==> src/rtl/pcm_slot_pkg.sv <==
package pcm_slot_pkg;
  localparam int unsigned SLOT_BITS_DEF = 8;
  localparam logic [SLOT_BITS_DEF-1:0] IDLE_CODE_DEF = 8'hFF;
endpackage

==> src/rtl/pcm_fs_edge.sv <==
module pcm_fs_edge (
  input  logic clk,
  input  logic rst_n,
  input  logic fs_in,
  output logic fs_rise
);
  logic fs_q;

  // frame sync level is sampled on the falling edge
  always_ff @(negedge clk or negedge rst_n) begin
    if (!rst_n) fs_q <= 1'b0;
    else        fs_q <= fs_in;
  end

  assign fs_rise = fs_in & ~fs_q;
endmodule

==> src/rtl/pcm_tx_slot.sv <==
module pcm_tx_slot #(
  parameter int unsigned W = 8,
  parameter logic [W-1:0] IDLE = '1
) (
  input  logic         clk,
  input  logic         rst_n,
  input  logic         pd,
  input  logic         fs_rise,
  input  logic [W-1:0] tx_byte,
  input  logic         tx_valid,
  output logic         tx_ready,
  output logic         ser_out,
  output logic         ser_oe,
  output logic         strobe_n
);
  localparam int unsigned CW = (W > 1) ? $clog2(W) : 1;
  localparam logic [CW-1:0] LAST = CW'(W - 1);

  logic          arm, cut;
  logic          active, full;
  logic [CW-1:0] cnt;
  logic [W-1:0]  shreg, hold;
  logic          start;

  assign start = arm & ~active & ~pd;

  // falling-edge side: slot request and mid-bit release
  always_ff @(negedge clk or negedge rst_n) begin
    if (!rst_n) begin
      arm <= 1'b0;
      cut <= 1'b0;
    end else begin
      if (pd || active)            arm <= 1'b0;
      else if (fs_rise)            arm <= 1'b1;
      if (!active)                 cut <= 1'b0;
      else if (cnt == LAST)        cut <= 1'b1;
    end
  end

  // rising-edge side: bit launch and holding register
  always_ff @(posedge clk or negedge rst_n) begin
    if (!rst_n) begin
      active <= 1'b0;
      cnt    <= '0;
      shreg  <= '0;
      hold   <= '0;
      full   <= 1'b0;
    end else begin
      if (pd) begin
        active <= 1'b0;
      end else if (start) begin
        active <= 1'b1;
        cnt    <= '0;
        shreg  <= full ? hold : IDLE;
      end else if (active) begin
        if (cnt == LAST) active <= 1'b0;
        else begin
          cnt   <= cnt + 1'b1;
          shreg <= {shreg[W-2:0], 1'b0};
        end
      end
      if (tx_valid && !full) begin
        hold <= tx_byte;
        full <= 1'b1;
      end else if (start) begin
        full <= 1'b0;
      end
    end
  end

  assign tx_ready = ~full;
  assign ser_oe   = active & ~cut;
  assign ser_out  = ser_oe & shreg[W-1];
  assign strobe_n = ~ser_oe;

  assert_accept_fills_R1: assert property (@(posedge clk) disable iff (!rst_n)
    (tx_valid && tx_ready) |=> !tx_ready);
  assert_sync_opens_slot_R2: assert property (@(posedge clk) disable iff (!rst_n || pd)
    (arm && !active) |=> ser_oe);
  assert_release_in_last_bit_R4: assert property (@(negedge clk) disable iff (!rst_n || pd)
    $fell(ser_oe) |-> (cnt == LAST) || $past(pd));
endmodule

==> src/rtl/pcm_rx_slot.sv <==
module pcm_rx_slot #(
  parameter int unsigned W = 8
) (
  input  logic         clk,
  input  logic         rst_n,
  input  logic         pd,
  input  logic         fs_rise,
  input  logic         ser_in,
  output logic [W-1:0] rx_byte,
  output logic         rx_valid
);
  localparam int unsigned CW = (W > 1) ? $clog2(W) : 1;
  localparam logic [CW-1:0] LAST = CW'(W - 1);

  logic          active;
  logic [CW-1:0] cnt;
  logic [W-1:0]  shreg;

  always_ff @(negedge clk or negedge rst_n) begin
    if (!rst_n) begin
      active   <= 1'b0;
      cnt      <= '0;
      shreg    <= '0;
      rx_byte  <= '0;
      rx_valid <= 1'b0;
    end else begin
      rx_valid <= 1'b0;
      if (pd) begin
        active <= 1'b0;
      end else if (active) begin
        shreg <= {shreg[W-2:0], ser_in};
        if (cnt == LAST) begin
          active   <= 1'b0;
          rx_byte  <= {shreg[W-2:0], ser_in};
          rx_valid <= 1'b1;
        end else begin
          cnt <= cnt + 1'b1;
        end
      end else if (fs_rise) begin
        active <= 1'b1;
        cnt    <= '0;
      end
    end
  end

  assert_valid_one_cycle_R6: assert property (@(negedge clk) disable iff (!rst_n)
    rx_valid |=> !rx_valid);
  assert_pd_parks_rx_R8: assert property (@(negedge clk) disable iff (!rst_n)
    pd |=> (!active && !rx_valid));
endmodule

==> src/rtl/pcm_slot_port.sv <==
module pcm_slot_port
  import pcm_slot_pkg::*;
#(
  parameter int unsigned SLOT_BITS = SLOT_BITS_DEF,
  parameter logic [SLOT_BITS-1:0] IDLE_CODE = IDLE_CODE_DEF
) (
  input  logic                 clk,
  input  logic                 rst_n,
  input  logic                 pwr_down,
  input  logic                 tx_fs,
  input  logic [SLOT_BITS-1:0] tx_byte,
  input  logic                 tx_valid,
  output logic                 tx_ready,
  output logic                 ser_out,
  output logic                 ser_oe,
  output logic                 slot_strobe_n,
  input  logic                 rx_fs,
  input  logic                 ser_in,
  output logic [SLOT_BITS-1:0] rx_byte,
  output logic                 rx_valid
);
  logic tx_rise, rx_rise;

  pcm_fs_edge u_tx_edge (.clk(clk), .rst_n(rst_n), .fs_in(tx_fs), .fs_rise(tx_rise));
  pcm_fs_edge u_rx_edge (.clk(clk), .rst_n(rst_n), .fs_in(rx_fs), .fs_rise(rx_rise));

  pcm_tx_slot #(.W(SLOT_BITS), .IDLE(IDLE_CODE)) u_tx (
    .clk(clk), .rst_n(rst_n), .pd(pwr_down), .fs_rise(tx_rise),
    .tx_byte(tx_byte), .tx_valid(tx_valid), .tx_ready(tx_ready),
    .ser_out(ser_out), .ser_oe(ser_oe), .strobe_n(slot_strobe_n)
  );

  pcm_rx_slot #(.W(SLOT_BITS)) u_rx (
    .clk(clk), .rst_n(rst_n), .pd(pwr_down), .fs_rise(rx_rise),
    .ser_in(ser_in), .rx_byte(rx_byte), .rx_valid(rx_valid)
  );
endmodule

==> config.mk <==
export PLATFORM = sky130hd
export DESIGN_NAME = pcm_slot_port
export DESIGN_NICKNAME = d
export VERILOG_FILES = /design/src/rtl/pcm_slot_pkg.sv /design/src/rtl/pcm_fs_edge.sv /design/src/rtl/pcm_tx_slot.sv /design/src/rtl/pcm_rx_slot.sv /design/src/rtl/pcm_slot_port.sv
export SDC_FILE = /design/constraint.sdc
export NUM_CORES = 1
export LEC_CHECK = 0
export BUFFER_PORTS_ARGS = -buffer_cell sky130_fd_sc_hd__buf_4
export CORE_UTILIZATION = 55
export DETAILED_ROUTE_END_ITERATION = 16
export HOLD_SLACK_MARGIN = 0.15
export PLACE_DENSITY = 0.78
export SKIP_LAST_GASP = 1
export SYNTH_ARGS = -nofsm -noshare
export SYNTH_HDL_FRONTEND = slang
export SYNTH_SLANG_ARGS = --single-unit
==> constraint.sdc <==
create_clock -name clk -period 2.47 [get_ports clk]
set_clock_uncertainty 0.2 [all_clocks]
set_input_delay 0.494 -clock clk [delete_from_list [all_inputs] [get_ports clk]]
set_output_delay 0.494 -clock clk [all_outputs]
set_load 0.02 [all_outputs]
# After elaboration in Yosys (flattened, before gate mapping)
# Cells that the tools add are included.
[op_classes]
add_sub_neg = 2
mul = 0
div_mod_pow = 0
magnitude_cmp = 0
n_eq_ne = 5
shifts = 0
muxes = 27
n_bitwise = 13
reduce_logical = 11
[op_table]
columns = ["op", "n"]
rows = [
  ["$mux W8", 4],
  ["$mux W3", 6],
  ["$mux W1", 17],
  ["$reduce_and A3 Y1", 3],
  ["$reduce_bool A2 Y1", 4],
  ["$not A1 Y1", 7],
  ["$add A3 B1 Y3 const B", 2],
  ["$and A1 B1 Y1", 6],
  ["$eq A3 B3 Y1 const B", 2],
  ["$ne A2 B2 Y1 const B", 2],
  ["$ne A2 B1 Y1 const B", 1],
  ["$reduce_and A2 Y1", 1],
  ["$logic_and A1 B1 Y1", 1],
  ["$logic_not A1 Y1", 1],
  ["$logic_or A1 B1 Y1", 1],
]
[totals]
register_bits = 45
latch_bits = 0
ramBits = 0
romBits = 0
inputBits = 15
out_inout_bits = 13
wordCells = 72
n_memories = 0

# Longest topological paths before layout
# Gate-level depths: netlist of the first run.
[logic_depth]
ltp_word = 5
mapped_depth = 7
depth_no_buf = 6

# Modules after synthesis
# Synthesis of the first run repeated with hierarchy kept, for this count alone.
[hier_totals]
cells_unflattened = 141
hier_area_um2 = 1945.6
[by_module_without_submodules]
columns = ["mod", "n_inst", "cells_per_inst", "area_per_inst_um2"]
rows = [
  ["pcm_tx_slot", 1, 83, 982.2],
  ["pcm_rx_slot", 1, 54, 885.8],
  ["pcm_fs_edge", 2, 2, 38.8],
]

==> metrics.log, run 1 <==
INFO  metric n_antenna_cell = 0
INFO  metric rrSetupSlack = -0.39 ns
INFO  metric worst-slew-pin-transition = between 0.5 and 0.6 ns
INFO  metric floorplan.initialDensity = around three fifths
INFO  metric cp_data_arrival_time = ~2.5 ns
INFO  metric worstSetupPathType = reg -> out
INFO  metric cell_types_occupying_the_most_area_after_synthesis = sky130_fd_sc_hd__dfrtn_1 (33%), sky130_fd_sc_hd__dfrtp_1 (29%), sky130_fd_sc_hd__mux2_2 (11%)
INFO  metric tritoncts_clock_tree = built
INFO  metric multiInputGateArea = between 700 and 800 um^2
INFO  metric avgSynthCellArea = 13.2 um^2
INFO  metric synth_largest_type_area_fraction = approximately 33%
INFO  metric routed_wire_length_per_instance = approximately 16 um
INFO  metric synth_common_cells = sky130_fd_sc_hd__dfrtn_1 (24), sky130_fd_sc_hd__dfrtp_1 (21), sky130_fd_sc_hd__mux2_2 (18), sky130_fd_sc_hd__inv_1 (13), sky130_fd_sc_hd__a21oi_1 (8)
INFO  metric finalSetupViolations = 26
INFO  metric synth_cell_type_count = 30
INFO  metric cts_root_buffer = sky130_fd_sc_hd__clkbuf_4
INFO  metric intPower = ~0.0014 W
INFO  metric leakage_power_of_the_design = approximately 1.3 nW
INFO  metric crit_buf_inv = 2
INFO  metric final.hold.worst_slack = 0.172 ns
INFO  metric cell_count_after_synthesis = between 100 and 150
INFO  metric gpl.final_weighted_congestion = 0.733
INFO  metric power-per-cell-area = around 800 nW/um^2
INFO  metric worstSkewPairLatency = 0.36 ns
INFO  metric synthesis.nets = about 160
INFO  metric power.sequential.fraction = 56.0%
INFO  metric syn_area = 1800 um^2
INFO  metric tritoncts.num_buffers = 5
INFO  metric fin_total_pwr = between 0.0015 and 0.002 W
INFO  metric critical_path_depth = 4
INFO  metric layoutNonFillerInstCount = roughly 240
INFO  metric final-seq-area = ~1100 um^2
INFO  metric half_perimeter_wire_length_after_placement = around 2.4 mm
INFO  metric routed_wirelength = 3.72 mm
INFO  metric drv_slew = 0
INFO  metric endpoint_kind = output port
INFO  metric core_region_area = just over 3000 um^2
INFO  metric placement.io_buffers = 27
INFO  metric floorplan.die_area = approximately 3500 um^2
INFO  metric layout.core_utilization = 81.6%
INFO  metric grt-ovfl-total = 0
INFO  metric drt_first_pass_iters = 4
INFO  metric synth_area_leader_cell = sky130_fd_sc_hd__dfrtn_1
INFO  metric ys_seq_area_share = between 60% and 70%
INFO  metric ioPinCount = 28
INFO  metric dp_cells = 211
INFO  metric depth_of_the_cts_h_tree = 2
INFO  metric setup_slack = -0.725 ns
INFO  metric slowest_stage = sky130_fd_sc_hd__dfrtn_1
INFO  metric detailedRoute.firstIterationViolations = 33
INFO  metric finalHoldViolCount = 0
INFO  metric switching_share = 30.5%
INFO  metric r2r-end = u_tx.shreg[7]
INFO  metric yosys_register_bits = 45
INFO  metric timing.critical_path.slowest_cell_delay = 0.36 ns
INFO  metric timing.hold.worst.class = in -> reg
INFO  metric switching_power = 0.000606 W
INFO  metric timing.slew.headroom = around 61%
INFO  metric fillCellCount = 173
INFO  metric row_count = 20
INFO  metric cpLargestDelayFamily = simple AND/OR/NAND/NOR gates
INFO  metric cts-root-to-sink-buffers = 2
INFO  metric first_global_vias = 1269
INFO  metric clock-sinks = 45
INFO  metric path_max_fanout = 2
INFO  metric power.share.combinational = about a quarter
INFO  metric hold-path-endpoint = u_tx.hold[0]
INFO  metric worst_setup_hold_path_clk_slew = between 0.1 and 0.15 ns
INFO  metric violated_checks = negative setup slack
INFO  metric critical_path.startpoint_type = register
INFO  metric timing.critical_path.cells = or2b_4 -> inv_4 -> and2_4 -> buf_6
INFO  metric grt_max_degree = 36
INFO  metric die_width = 59.2 um
INFO  metric detailroute.via_count = about 1300
INFO  metric worstPathRequired = 1.78 ns
INFO  metric max-vdd-ir-drop = roughly 0.6 mV
INFO  metric run_status = finished with violations
INFO  metric die_y = approximately 60 um
INFO  metric rsz0062_at_grt = true
INFO  metric ys.warnings.count = 0
INFO  metric via_per_inst = approximately 5.3
INFO  metric ant_nets = 0
INFO  metric clock_power_share = between 15 and 20%
INFO  metric worstHoldStart = tx_byte[0]
INFO  metric antenna_violations_before_repair = 0
INFO  metric hold_path_depth = 2
INFO  metric post_route_cells_drive_above_1_share = a little under half
INFO  metric area_delta_synth_final = 39.8%
INFO  metric drcViolationCount = 0
INFO  metric ys_async_sr_fraction = 100%
INFO  metric grt_first_pass_wirelength = around 5.7 mm
INFO  metric nets = between 200 and 250
INFO  metric number_of_maximum_capacitance_constraint_violations = 0
INFO  metric worst_r2r_startpoint = u_tx.arm
INFO  metric synth.most_common_cell = sky130_fd_sc_hd__dfrtn_1
INFO  metric grt.total_usage = around 23%
INFO  metric r2r.worst_path.cells = 3
INFO  metric synth-edff-count = 0
INFO  metric ys.flop_type = sky130_fd_sc_hd__dfrtn_1
## metrics by stage
step	instance area [um^2]	setup WS (ns)	TNS [ns]
global route	2510	-0.768	-10.04
global placement	2160	-0.398	-11.22
floorplan	1870	-0.358	-8.16
CTS	2450	-0.720	-9.12
finish	2510	-0.725	-9.21
detailed placement	2160	-0.446	-12.49
## repair_timing
item / CTS / global route
endpoints found under the hold margin: 15 / 1
buffers inserted: 7 / 2
gates resized for setup: 30 / 4
endpoints found under the setup margin: 43 / 32
hold buffers: 6 / 1
gates cloned: 2 / 1
pin swaps: 6 / 0
## state kept, by name (all words and copies together) (netlist names)
register / cells
u_rx_edge.fs_q: 1
u_rx.shreg: 7
u_tx.cut: 1
u_rx.cnt: 3
u_rx.rx_valid: 1
u_tx.shreg: 8
u_tx.full: 1
u_tx.arm: 1
u_rx.rx_byte: 8
u_tx.hold: 8
u_tx.active: 1
u_rx.active: 1
u_tx_edge.fs_q: 1
u_tx.cnt: 3
## worst reg2reg max path: stages (launching register included)
cell,delay [ns]
sky130_fd_sc_hd__dfrtn_1,0.44
sky130_fd_sc_hd__or3b_4,0.42
sky130_fd_sc_hd__and2_4,0.18
sky130_fd_sc_hd__a221o_1,0.31
## cell type report
type	count	share of cell area [%]
inverters	13	2.04
flip-flops and latches	45	44.8
well taps	44	2.19
repair buffers	53	19.1
multi-input cells	75	29.9
clock buffers	7	1.79
clock inverters	1	0.199
## cells in the final DEF, fill, tap and decap left out, types with 3 or more instances in the layout
cell	netlist	layout
sky130_fd_sc_hd__dfrtp_1	21	21
sky130_fd_sc_hd__dlygate4sd3_1	0	7
sky130_fd_sc_hd__clkbuf_4	0	5
sky130_fd_sc_hd__mux2_2	18	10
sky130_fd_sc_hd__a221o_1	6	6
sky130_fd_sc_hd__a21oi_1	8	8
sky130_fd_sc_hd__dfrtn_1	24	24
sky130_fd_sc_hd__inv_1	13	11
sky130_fd_sc_hd__o21ai_0	7	6
sky130_fd_sc_hd__and2_4	1	3
sky130_fd_sc_hd__buf_4	0	29
sky130_fd_sc_hd__buf_6	1	17
sky130_fd_sc_hd__mux2_4	0	8
sky130_fd_sc_hd__nand2_1	7	6
## cells by family (layout without fill, tap and decap cells)
group                      after synthesis  in the layout  share of synthesized area (%)
AOI/OAI and AO/OA                       29             29                           11.4
adders and majority gates                4              4                           2.79
buffers and inverters                   18             74                           4.25
DFF                                     45             45                           62.7
muxes                                   19             19                           11.8
and+or+nand+nor                         21             23                           7.10
## routing by layer
metal  global-route usage, %  routed length, um  up-vias
met5                       0                  0        -
met4                    12.2                 34        0
met2                    38.8               1890       36
li1                        -                  -      589
met3                    6.11                156        5
met1                    27.1               1640      625
## power by group through the flow
stage               logic [W]  registers, W  clock network (W)
global placement     0.000429       0.00109                  0
CTS                  0.000515       0.00110           0.000344
finish               0.000530       0.00111           0.000344
detailed placement   0.000454       0.00111                  0
floorplan            0.000347       0.00106                  0
global route         0.000581       0.00113           0.000387
## how the worst max path moves through the flow
stage	from	to
2_1_floorplan	u_tx.arm	u_tx.shreg[5]
3_3_place_gp	pwr_down	u_rx.shreg[1]
3_5_place_dp	pwr_down	u_rx.rx_byte[0]
4_1_cts	u_tx.cut	ser_out
5_1_grt	u_tx.cut	ser_out
6_report	u_tx.cut	ser_out
(Power assumes the default switching activity.)
==> inputs of run 2 (changes only) <==
--- a/config.mk
+++ b/config.mk
@@ -6,11 +6,11 @@
 export NUM_CORES = 1
 export LEC_CHECK = 0
 export BUFFER_PORTS_ARGS = -buffer_cell sky130_fd_sc_hd__buf_4
-export CORE_UTILIZATION = 55
+export CORE_UTILIZATION = 56
 export DETAILED_ROUTE_END_ITERATION = 16
 export HOLD_SLACK_MARGIN = 0.15
 export PLACE_DENSITY = 0.78
-export SKIP_LAST_GASP = 1
 export SYNTH_ARGS = -nofsm -noshare
 export SYNTH_HDL_FRONTEND = slang
+export SYNTH_HIERARCHICAL = 1
 export SYNTH_SLANG_ARGS = --single-unit
==> run 2 against run 1 <==
The flow still finishes with violations (negative setup slack). Utilization decreased by 3.6 points. Clock power grew 8.1%. Critical path depth stayed put. Worst setup slack lost 0.014 ns. Flip-flop and latch count stayed put. Critical endpoint unchanged. Largest cell class unchanged.
==> metrics.log, run 2 <==
INFO  metric first_global_vias = 1321 (was 1269)
INFO  metric most-common-layout-cells = sky130_fd_sc_hd__buf_4 (31), sky130_fd_sc_hd__dfrtn_1 (24), sky130_fd_sc_hd__dfrtp_1 (21) (was sky130_fd_sc_hd__buf_4 (29), sky130_fd_sc_hd__dfrtn_1 (24), sky130_fd_sc_hd__dfrtp_1 (21))
INFO  metric crit_path_end = ser_out (unchanged)
INFO  metric globalRouteMet3Util = 6.40% (was 6.11%)
INFO  metric max-vdd-ir-drop = 0.557 mV (was 0.612 mV)
INFO  metric synth_common_cells = sky130_fd_sc_hd__dfrtn_1 (24), sky130_fd_sc_hd__dfrtp_1 (21), sky130_fd_sc_hd__inv_1 (11), sky130_fd_sc_hd__mux2_2 (10), sky130_fd_sc_hd__a21oi_1 (8) (was sky130_fd_sc_hd__dfrtn_1 (24), sky130_fd_sc_hd__dfrtp_1 (21), sky130_fd_sc_hd__mux2_2 (18), sky130_fd_sc_hd__inv_1 (13), sky130_fd_sc_hd__a21oi_1 (8))
INFO  metric detailedRoute.firstIterationViolations = 43 (was 33)
INFO  metric worstPathRequired = 1.78 ns (about the same)
INFO  metric tritoncts.num_buffers = 5 (unchanged)
INFO  metric ys_seq_area_share = 57.9% (was 62.7%)
INFO  metric synth.most_common_cell = sky130_fd_sc_hd__dfrtn_1 (unchanged)
INFO  metric finalSetupViolations = 22 (was 26)
INFO  metric r2r-end = u_tx/shreg[7] (was u_tx.shreg[7])
INFO  metric power.share.combinational = 26.6% (was 26.7%)
INFO  metric run_status = finished with violations (unchanged)
INFO  metric globalRoute.busiestLayer = met2 (unchanged)
INFO  metric intPower = 0.00139 W (was 0.00138 W)
INFO  metric detailroute.via_count = 1302 (was 1255)
INFO  metric synthesis.nets = 161 (was 155)
INFO  metric timing.slew.headroom = 69.1% (was 60.7%)
INFO  metric cts_root_buffer = sky130_fd_sc_hd__clkbuf_4 (unchanged)
INFO  metric avgSynthCellArea = 13.8 um^2 (was 13.2 um^2)
INFO  metric final.hold.worst_slack = 0.143 ns (was 0.172 ns)
INFO  metric grt-ovfl-total = 0 (unchanged)
INFO  metric core_region_area = 3340 um^2 (was 3080 um^2)
INFO  metric die_y = 60.9 um (was 59.2 um)
INFO  metric antenna_violations_before_repair = 0 (unchanged)
INFO  metric depth_of_the_cts_h_tree = 2 (unchanged)
INFO  metric switching_share = 32.2% (was 30.5%)
INFO  metric layout.core_utilization = 78.0% (was 81.6%)
INFO  metric floorplan.die_area = 3710 um^2 (was 3500 um^2)
INFO  metric floorplan.initialDensity = 58.3% (was 58.4%)
INFO  metric critical_path.startpoint_type = register (unchanged)
INFO  metric drt_first_pass_iters = 4 (unchanged)
INFO  metric routed_wire_length_per_instance = 15.6 um (about the same)
INFO  metric clock_power_share = 18.2% (was 17.3%)
INFO  metric die_width = 60.9 um (was 59.2 um)
INFO  metric worstSkewPairLatency = 0.37 ns (was 0.36 ns)
INFO  metric place_worst_setup_slack = -0.372 ns (was -0.446 ns)
INFO  metric number_of_maximum_capacitance_constraint_violations = 0 (unchanged)
INFO  metric worst_setup_hold_path_clk_slew = 0.15 ns (was 0.11 ns)
INFO  metric grt_util_met2 = 41.4% (was 38.8%)
INFO  metric area_delta_synth_final = 33.8% (was 39.8%)
INFO  metric path_max_fanout = 2 (unchanged)
INFO  metric placement.io_buffers = 27 (unchanged)
INFO  metric grt.total_usage = 24.5% (was 23.1%)
INFO  metric half_perimeter_wire_length_after_placement = 2.58 mm (was 2.36 mm)
INFO  metric rrSetupSlack = -0.29 ns (was -0.39 ns)
INFO  metric finalSetupTns = -7.53 ns (was -9.21 ns)
INFO  metric tritoncts_clock_tree = built (unchanged)
INFO  metric r2r.worst_path.cells = 4 (was 3)
INFO  metric synth_area_leader_cell = sky130_fd_sc_hd__dfrtn_1 (unchanged)
INFO  metric cell_count_after_synthesis = 141 (was 136)
INFO  metric timing.hold.worst.class = in -> async (was in -> reg)
INFO  metric row_count = 21 (was 20)
INFO  metric yosys_register_bits = 45 (unchanged)
INFO  metric synth-edff-count = 0 (unchanged)
INFO  metric grt.met1_usage = 28.0% (was 27.1%)
INFO  metric synth_largest_type_area_fraction = 30.9% (was 33.4%)
INFO  metric gpl.final_weighted_congestion = 0.776 (was 0.733)
INFO  metric setup_slack = -0.739 ns (was -0.725 ns)
INFO  metric nets = 216 (was 212)
INFO  metric via_per_inst = 5.36 (was 5.27)
INFO  metric synth_cell_type_count = 34 (was 30)
INFO  metric drv_slew = 0 (unchanged)
INFO  metric drcViolationCount = 0 (unchanged)
INFO  metric layout_top_registers = u_rx/rx_byte x8, u_tx/hold x8, u_tx/shreg x8 (was u_rx.rx_byte x8, u_tx.hold x8, u_tx.shreg x8)
INFO  metric syn_area = 1950 um^2 (was 1800 um^2)
INFO  metric rsz0062_at_grt = true (unchanged)
INFO  metric ys.flop_type = sky130_fd_sc_hd__dfrtn_1 (unchanged)
INFO  metric endpoint_kind = output port (unchanged)
INFO  metric cts-root-to-sink-buffers = 2 (unchanged)
INFO  metric clock-sinks = 45 (unchanged)
INFO  metric finalHoldViolCount = 0 (unchanged)
INFO  metric ys_async_sr_fraction = 100% (unchanged)
INFO  metric ioPinCount = 28 (unchanged)
INFO  metric crit_start = u_tx/cut (was u_tx.cut)
INFO  metric power.sequential.fraction = 55.2% (was 56.0%)
INFO  metric ys.warnings.count = 6 (was 0)
INFO  metric worst-slew-pin-transition = 0.464 ns (was 0.588 ns)
INFO  metric most_common_cell_after_layout_fill_and_taps_aside = sky130_fd_sc_hd__buf_4 (unchanged)
INFO  metric cell_types_occupying_the_most_area_after_synthesis = sky130_fd_sc_hd__dfrtn_1 (31%), sky130_fd_sc_hd__dfrtp_1 (27%), sky130_fd_sc_hd__mux2_2 (5.8%) (was sky130_fd_sc_hd__dfrtn_1 (33%), sky130_fd_sc_hd__dfrtp_1 (29%), sky130_fd_sc_hd__mux2_2 (11%))
INFO  metric post_route_cells_drive_above_1_share = 50.3% (was 47.4%)
INFO  metric switching_power = 0.000660 W (was 0.000606 W)
INFO  metric n_antenna_cell = 0 (unchanged)
INFO  metric cp_data_arrival_time = 2.52 ns (was 2.50 ns)
INFO  metric grt_first_pass_wirelength = 6.17 mm (was 5.66 mm)
INFO  metric leakage_power_of_the_design = 1.32 nW (was 1.28 nW)
INFO  metric violated_checks = negative setup slack (unchanged)
INFO  metric ant_nets = 0 (unchanged)
INFO  metric routed_wirelength = 3.79 mm (was 3.72 mm)
INFO  metric power-per-cell-area = 788 nW/um^2 (was 790 nW/um^2)
INFO  metric worst_r2r_startpoint = u_tx/arm (was u_tx.arm)
INFO  metric worstSetupPathType = reg -> out (unchanged)
INFO  metric fillCellCount = 223 (was 173)
INFO  metric grt_max_degree = 26 (was 36)
-- run 2: changes by cell type in the layout (fill, tap and decap cells not counted), moves of 2 or more --
cell,delta
sky130_fd_sc_hd__a21oi_1,-6
sky130_fd_sc_hd__buf_6,-5
sky130_fd_sc_hd__a21oi_2,+4
sky130_fd_sc_hd__a211o_1,+3
sky130_fd_sc_hd__a21oi_4,+3
sky130_fd_sc_hd__and3_2,+3
sky130_fd_sc_hd__a22o_1,-2
sky130_fd_sc_hd__and2_4,-2
sky130_fd_sc_hd__buf_4,+2
sky130_fd_sc_hd__clkbuf_1,-2
sky130_fd_sc_hd__inv_1,-2
sky130_fd_sc_hd__nor3b_2,-2
-- run 2: how the worst min path moves through the flow --
stage                               start         endpoint  slack [ns]
after floorplan                     rst_n      u_tx/active      -0.002
after global placement           u_tx/cut         u_tx/cut        0.24
after detailed placement  u_rx/rx_byte[4]  u_rx/rx_byte[4]        0.26
after CTS                           rst_n    u_tx/shreg[2]        0.17
after global routing                rst_n    u_tx/shreg[2]        0.18
final                               rst_n    u_tx/shreg[2]        0.14
-- run 2: stage by stage --
step / std cells / area (um^2) / power (W)
after floorplan: 141 / 2010 / 0.00145
after global placement: 220 / 2330 / 0.00158
after detailed placement: 220 / 2330 / 0.00163
after CTS: 242 / 2580 / 0.00204
after global routing: 243 / 2600 / 0.00218
final: 243 / 2600 / 0.00205
-- run 2: power groups by stage --
stage	Combinational [W]	Sequential [W]	Clock, W
floorplan	0.000391	0.00106	0
CTS	0.000536	0.00112	0.000382
global placement	0.000465	0.00112	0
finish	0.000546	0.00113	0.000372
global route	0.000596	0.00117	0.000417
detailed placement	0.000496	0.00114	0
-- run 2: area by class of cell --
cell class / count / area, um^2 / share of cell area (%)
flip-flops and latches: 45 / 1130 / 43.3
multi-input cells: 80 / 818 / 31.4
repair buffers: 53 / 495 / 19.0
well taps: 46 / 57.6 / 2.21
inverters: 11 / 43.8 / 1.68
clock buffers: 5 / 37.5 / 1.44
clock inverters: 3 / 23.8 / 0.913
-- run 2: critical path, stage by stage, from the launching register on --
cell and delay (ns):
sky130_fd_sc_hd__dfrtn_1 0.38, sky130_fd_sc_hd__or2b_4 0.27, sky130_fd_sc_hd__inv_4 0.05, sky130_fd_sc_hd__and2_4 0.12, sky130_fd_sc_hd__buf_6 0.10
-- run 2: what timing repair did --
action                     4_1_cts  5_1_grt
resized for setup               14        3
hold endpoints to repair         8        0
cloned                           1        0
setup buffers                    6        2
pin swaps                        1        2
setup endpoints to repair       23       25
hold buffers                     8        0
-- run 2: kinds of logic after synthesis --
| family | share of synthesized area [%] |
|---|---|
| DFF | 57.9 |
| and+or+nand+nor | 10.6 |
| muxes | 11.7 |
| buffers and inverters | 4.05 |
| adders and majority gates | 3.22 |
| AOI/OAI and AO/OA | 12.5 |
-- run 2: layer usage --
metal / share of wire (%) / up-vias
li1: - / 609
met1: 42 / 658
met2: 52 / 25
met3: 2.9 / 10
met4: 3.2 / 0
met5: 0 / -
==> inputs of run 3 (changes only) <==
--- a/config.mk
+++ b/config.mk
@@ -9,7 +9,7 @@
 export CORE_UTILIZATION = 56
 export DETAILED_ROUTE_END_ITERATION = 16
 export HOLD_SLACK_MARGIN = 0.15
-export PLACE_DENSITY = 0.78
+export PLACE_DENSITY = 0.75
 export SYNTH_ARGS = -nofsm -noshare
 export SYNTH_HDL_FRONTEND = slang
 export SYNTH_HIERARCHICAL = 1
==> run 3 against run 2 <==
The run still ends with negative setup slack left. Global-route usage down 1.5 points. Via count is 0.23% higher. Non-clock buffer count increased by 4. First-iteration DRC count is 19% lower. Utilization up 0.49 points. Hold slack gained 0.019 ns. Power increased by 0.56%. Clock-buffer cell count is the same. Largest cell class unchanged. Largest power group unchanged.
==> metrics.log, run 3 (synthesis gave the netlist of run 2 again) <==
INFO  metric grt_first_pass_wirelength = 5.88 mm (was 6.17 mm)
INFO  metric core_region_area = 3340 um^2 (unchanged)
INFO  metric routed_wirelength = 3.86 mm (was 3.79 mm)
INFO  metric drv_slew = 0 (unchanged)
INFO  metric slowest_stage = sky130_fd_sc_hd__dfrtn_1 (unchanged)
INFO  metric finalHoldViolCount = 0 (unchanged)
INFO  metric worst-slew-pin-transition = 0.434 ns (was 0.464 ns)
INFO  metric most_common_cell_after_layout_fill_and_taps_aside = sky130_fd_sc_hd__buf_4 (unchanged)
INFO  metric dp_cells = 220 (unchanged)
INFO  metric r2r-end = u_tx/shreg[4] (was u_tx/shreg[7])
INFO  metric clock-sinks = 45 (unchanged)
INFO  metric final-seq-area = 1130 um^2 (unchanged)
INFO  metric die_y = 60.9 um (unchanged)
INFO  metric detailroute.via_count = 1305 (was 1302)
INFO  metric drt_first_pass_iters = 4 (unchanged)
INFO  metric layout.core_utilization = 78.5% (was 78.0%)
INFO  metric floorplan.initialDensity = 58.3% (unchanged)
INFO  metric ant_nets = 0 (unchanged)
INFO  metric n_antenna_cell = 0 (unchanged)
INFO  metric grt_max_degree = 26 (unchanged)
INFO  metric drcViolationCount = 0 (unchanged)
INFO  metric grt.total_usage = 23.1% (was 24.5%)
INFO  metric number_of_maximum_capacitance_constraint_violations = 0 (unchanged)
INFO  metric worstSkewPairLatency = 0.36 ns (was 0.37 ns)
INFO  metric antenna_violations_before_repair = 0 (unchanged)
INFO  metric timing.critical_path.slowest_cell_delay = 0.36 ns (was 0.38 ns)
INFO  metric endpoint_kind = output port (unchanged)
INFO  metric critical_path.startpoint_type = register (unchanged)
INFO  metric ioPinCount = 28 (unchanged)
INFO  metric fin_area = 2620 um^2 (was 2600 um^2)
INFO  metric cpLargestDelayFamily = simple AND/OR/NAND/NOR gates (unchanged)
INFO  metric first_global_vias = 1340 (was 1321)
INFO  metric tritoncts.num_buffers = 5 (unchanged)
INFO  metric path_max_fanout = 2 (unchanged)
INFO  metric run_status = finished with violations (unchanged)
INFO  metric setup_slack = -0.706 ns (was -0.739 ns)
INFO  metric layoutNonFillerInstCount = 247 (was 243)
INFO  metric fillCellCount = 212 (was 223)
INFO  metric worst_r2r_startpoint = u_tx/arm (unchanged)
INFO  metric cts_root_buffer = sky130_fd_sc_hd__clkbuf_4 (unchanged)
INFO  metric worstSetupPathType = reg -> out (unchanged)
INFO  metric depth_of_the_cts_h_tree = 2 (unchanged)
INFO  metric timing.slew.headroom = 71.1% (was 69.1%)
INFO  metric routed_wire_length_per_instance = 15.6 um (about the same)
INFO  metric violated_checks = negative setup slack (unchanged)
INFO  metric worst_setup_hold_path_clk_slew = 0.14 ns (was 0.15 ns)
INFO  metric half_perimeter_wire_length_after_placement = 2.42 mm (was 2.58 mm)
INFO  metric place_area = 2310 um^2 (was 2330 um^2)
INFO  metric crit_buf_inv = 2 (unchanged)
INFO  metric max-vdd-ir-drop = 0.535 mV (was 0.557 mV)
INFO  metric leakage_power_of_the_design = 1.34 nW (was 1.32 nW)
INFO  metric gpl.final_weighted_congestion = 0.785 (was 0.776)
INFO  metric rsz0062_at_grt = true (unchanged)
INFO  metric most-common-layout-cells = sky130_fd_sc_hd__buf_4 (34), sky130_fd_sc_hd__dfrtn_1 (24), sky130_fd_sc_hd__dfrtp_1 (21) (was sky130_fd_sc_hd__buf_4 (31), sky130_fd_sc_hd__dfrtn_1 (24), sky130_fd_sc_hd__dfrtp_1 (21))
INFO  metric layout_top_registers = u_rx/rx_byte x8, u_tx/hold x8, u_tx/shreg x8 (unchanged)
INFO  metric via_per_inst = 5.28 (was 5.36)
INFO  metric post_route_cells_drive_above_1_share = 52.7% (was 50.3%)
INFO  metric row_count = 21 (unchanged)
INFO  metric grt-ovfl-total = 0 (unchanged)
INFO  metric finalSetupViolations = 25 (was 22)
INFO  metric timing.critical_path.cells = or2b_4 -> inv_4 -> and2_4 -> buf_6 (unchanged)
INFO  metric worstPathRequired = 1.78 ns (about the same)
INFO  metric placement.io_buffers = 27 (unchanged)
INFO  metric cts-root-to-sink-buffers = 2 (unchanged)
INFO  metric floorplan.die_area = 3710 um^2 (unchanged)
INFO  metric detailedRoute.firstIterationViolations = 35 (was 43)
INFO  metric place_worst_setup_slack = -0.391 ns (was -0.372 ns)
INFO  metric r2r.worst_path.cells = 4 (unchanged)
INFO  metric die_width = 60.9 um (unchanged)
INFO  metric multiInputGateArea = 825 um^2 (was 818 um^2)
INFO  metric tritoncts_clock_tree = built (unchanged)
INFO  metric cp_data_arrival_time = 2.48 ns (was 2.52 ns)
INFO  metric rrSetupSlack = -0.31 ns (was -0.29 ns)
INFO  metric timing.hold.worst.class = in -> async (unchanged)
INFO  metric nets = 220 (was 216)
INFO  metric area_delta_synth_final = 34.6% (was 33.8%)
INFO  metric power-per-cell-area = 787 nW/um^2 (was 788 nW/um^2)
## run 3: cell types whose count changed in the layout (fill, tap and decap cells not counted), moves of 2 or more
cell / previous run / this run
sky130_fd_sc_hd__dlygate4sd3_1: 8 / 6
sky130_fd_sc_hd__buf_4: 31 / 34
sky130_fd_sc_hd__buf_6: 12 / 16
sky130_fd_sc_hd__inv_4: 2 / 4
## run 3: layer usage
| layer | part of all wire [%] | track usage (%) | wire, um | vias up |
|---|---|---|---|---|
| met3 | 4.1 | 6.40 | 158 | 15 |
| li1 | - | - | - | 617 |
| met5 | 0 | 0 | 0 | - |
| met4 | 2.9 | 11.7 | 113 | 0 |
| met1 | 40 | 23.4 | 1530 | 638 |
| met2 | 53 | 43.0 | 2060 | 35 |
## run 3: how the worst max path moves through the flow
stage | start | end | slack (ns) | depth (start not counted)
after floorplan | u_tx/cut | ser_out | -0.33 | 3
after global routing | u_tx/cut | ser_out | -0.75 | 4
after CTS | u_tx/cut | ser_out | -0.71 | 4
after detailed placement | pwr_down | u_rx/shreg[1] | -0.39 | 3
final | u_tx/cut | ser_out | -0.71 | 4
after global placement | pwr_down | u_rx/shreg[0] | -0.34 | 3
## run 3: power by group
group | leakage (nW) | switching, W | internal (W)
Clock | 0.0364 | 0.000241 | 0.000113
Combinational | 0.727 | 0.000236 | 0.000334
Sequential | 0.577 | 0.000180 | 0.000956
## run 3: through the flow
stage	hold slack (ns)	power, W	setup TNS (ns)
final	0.162	0.00206	-7.76
after global routing	0.150	0.00219	-8.43
after CTS	0.151	0.00201	-7.10
after detailed placement	0.251	0.00163	-9.34
after global placement	0.236	0.00158	-8.45
after floorplan	-0.00159	0.00145	-4.26
## run 3: cell type report
type	count	area share, %
tap	46	2.20
multi-input combinational	80	31.5
clock buffer	5	1.43
sequential	45	43.0
clock inverter	3	0.717
timing repair buffer	57	19.5
inverter	11	1.67
## run 3: repair_timing
action,in CTS,in global routing
hold buffers,6,0
pin swaps,2,1
resized for setup,15,9
setup buffers,9,6
endpoints found under the hold margin,6,0
setup endpoints to repair,25,25
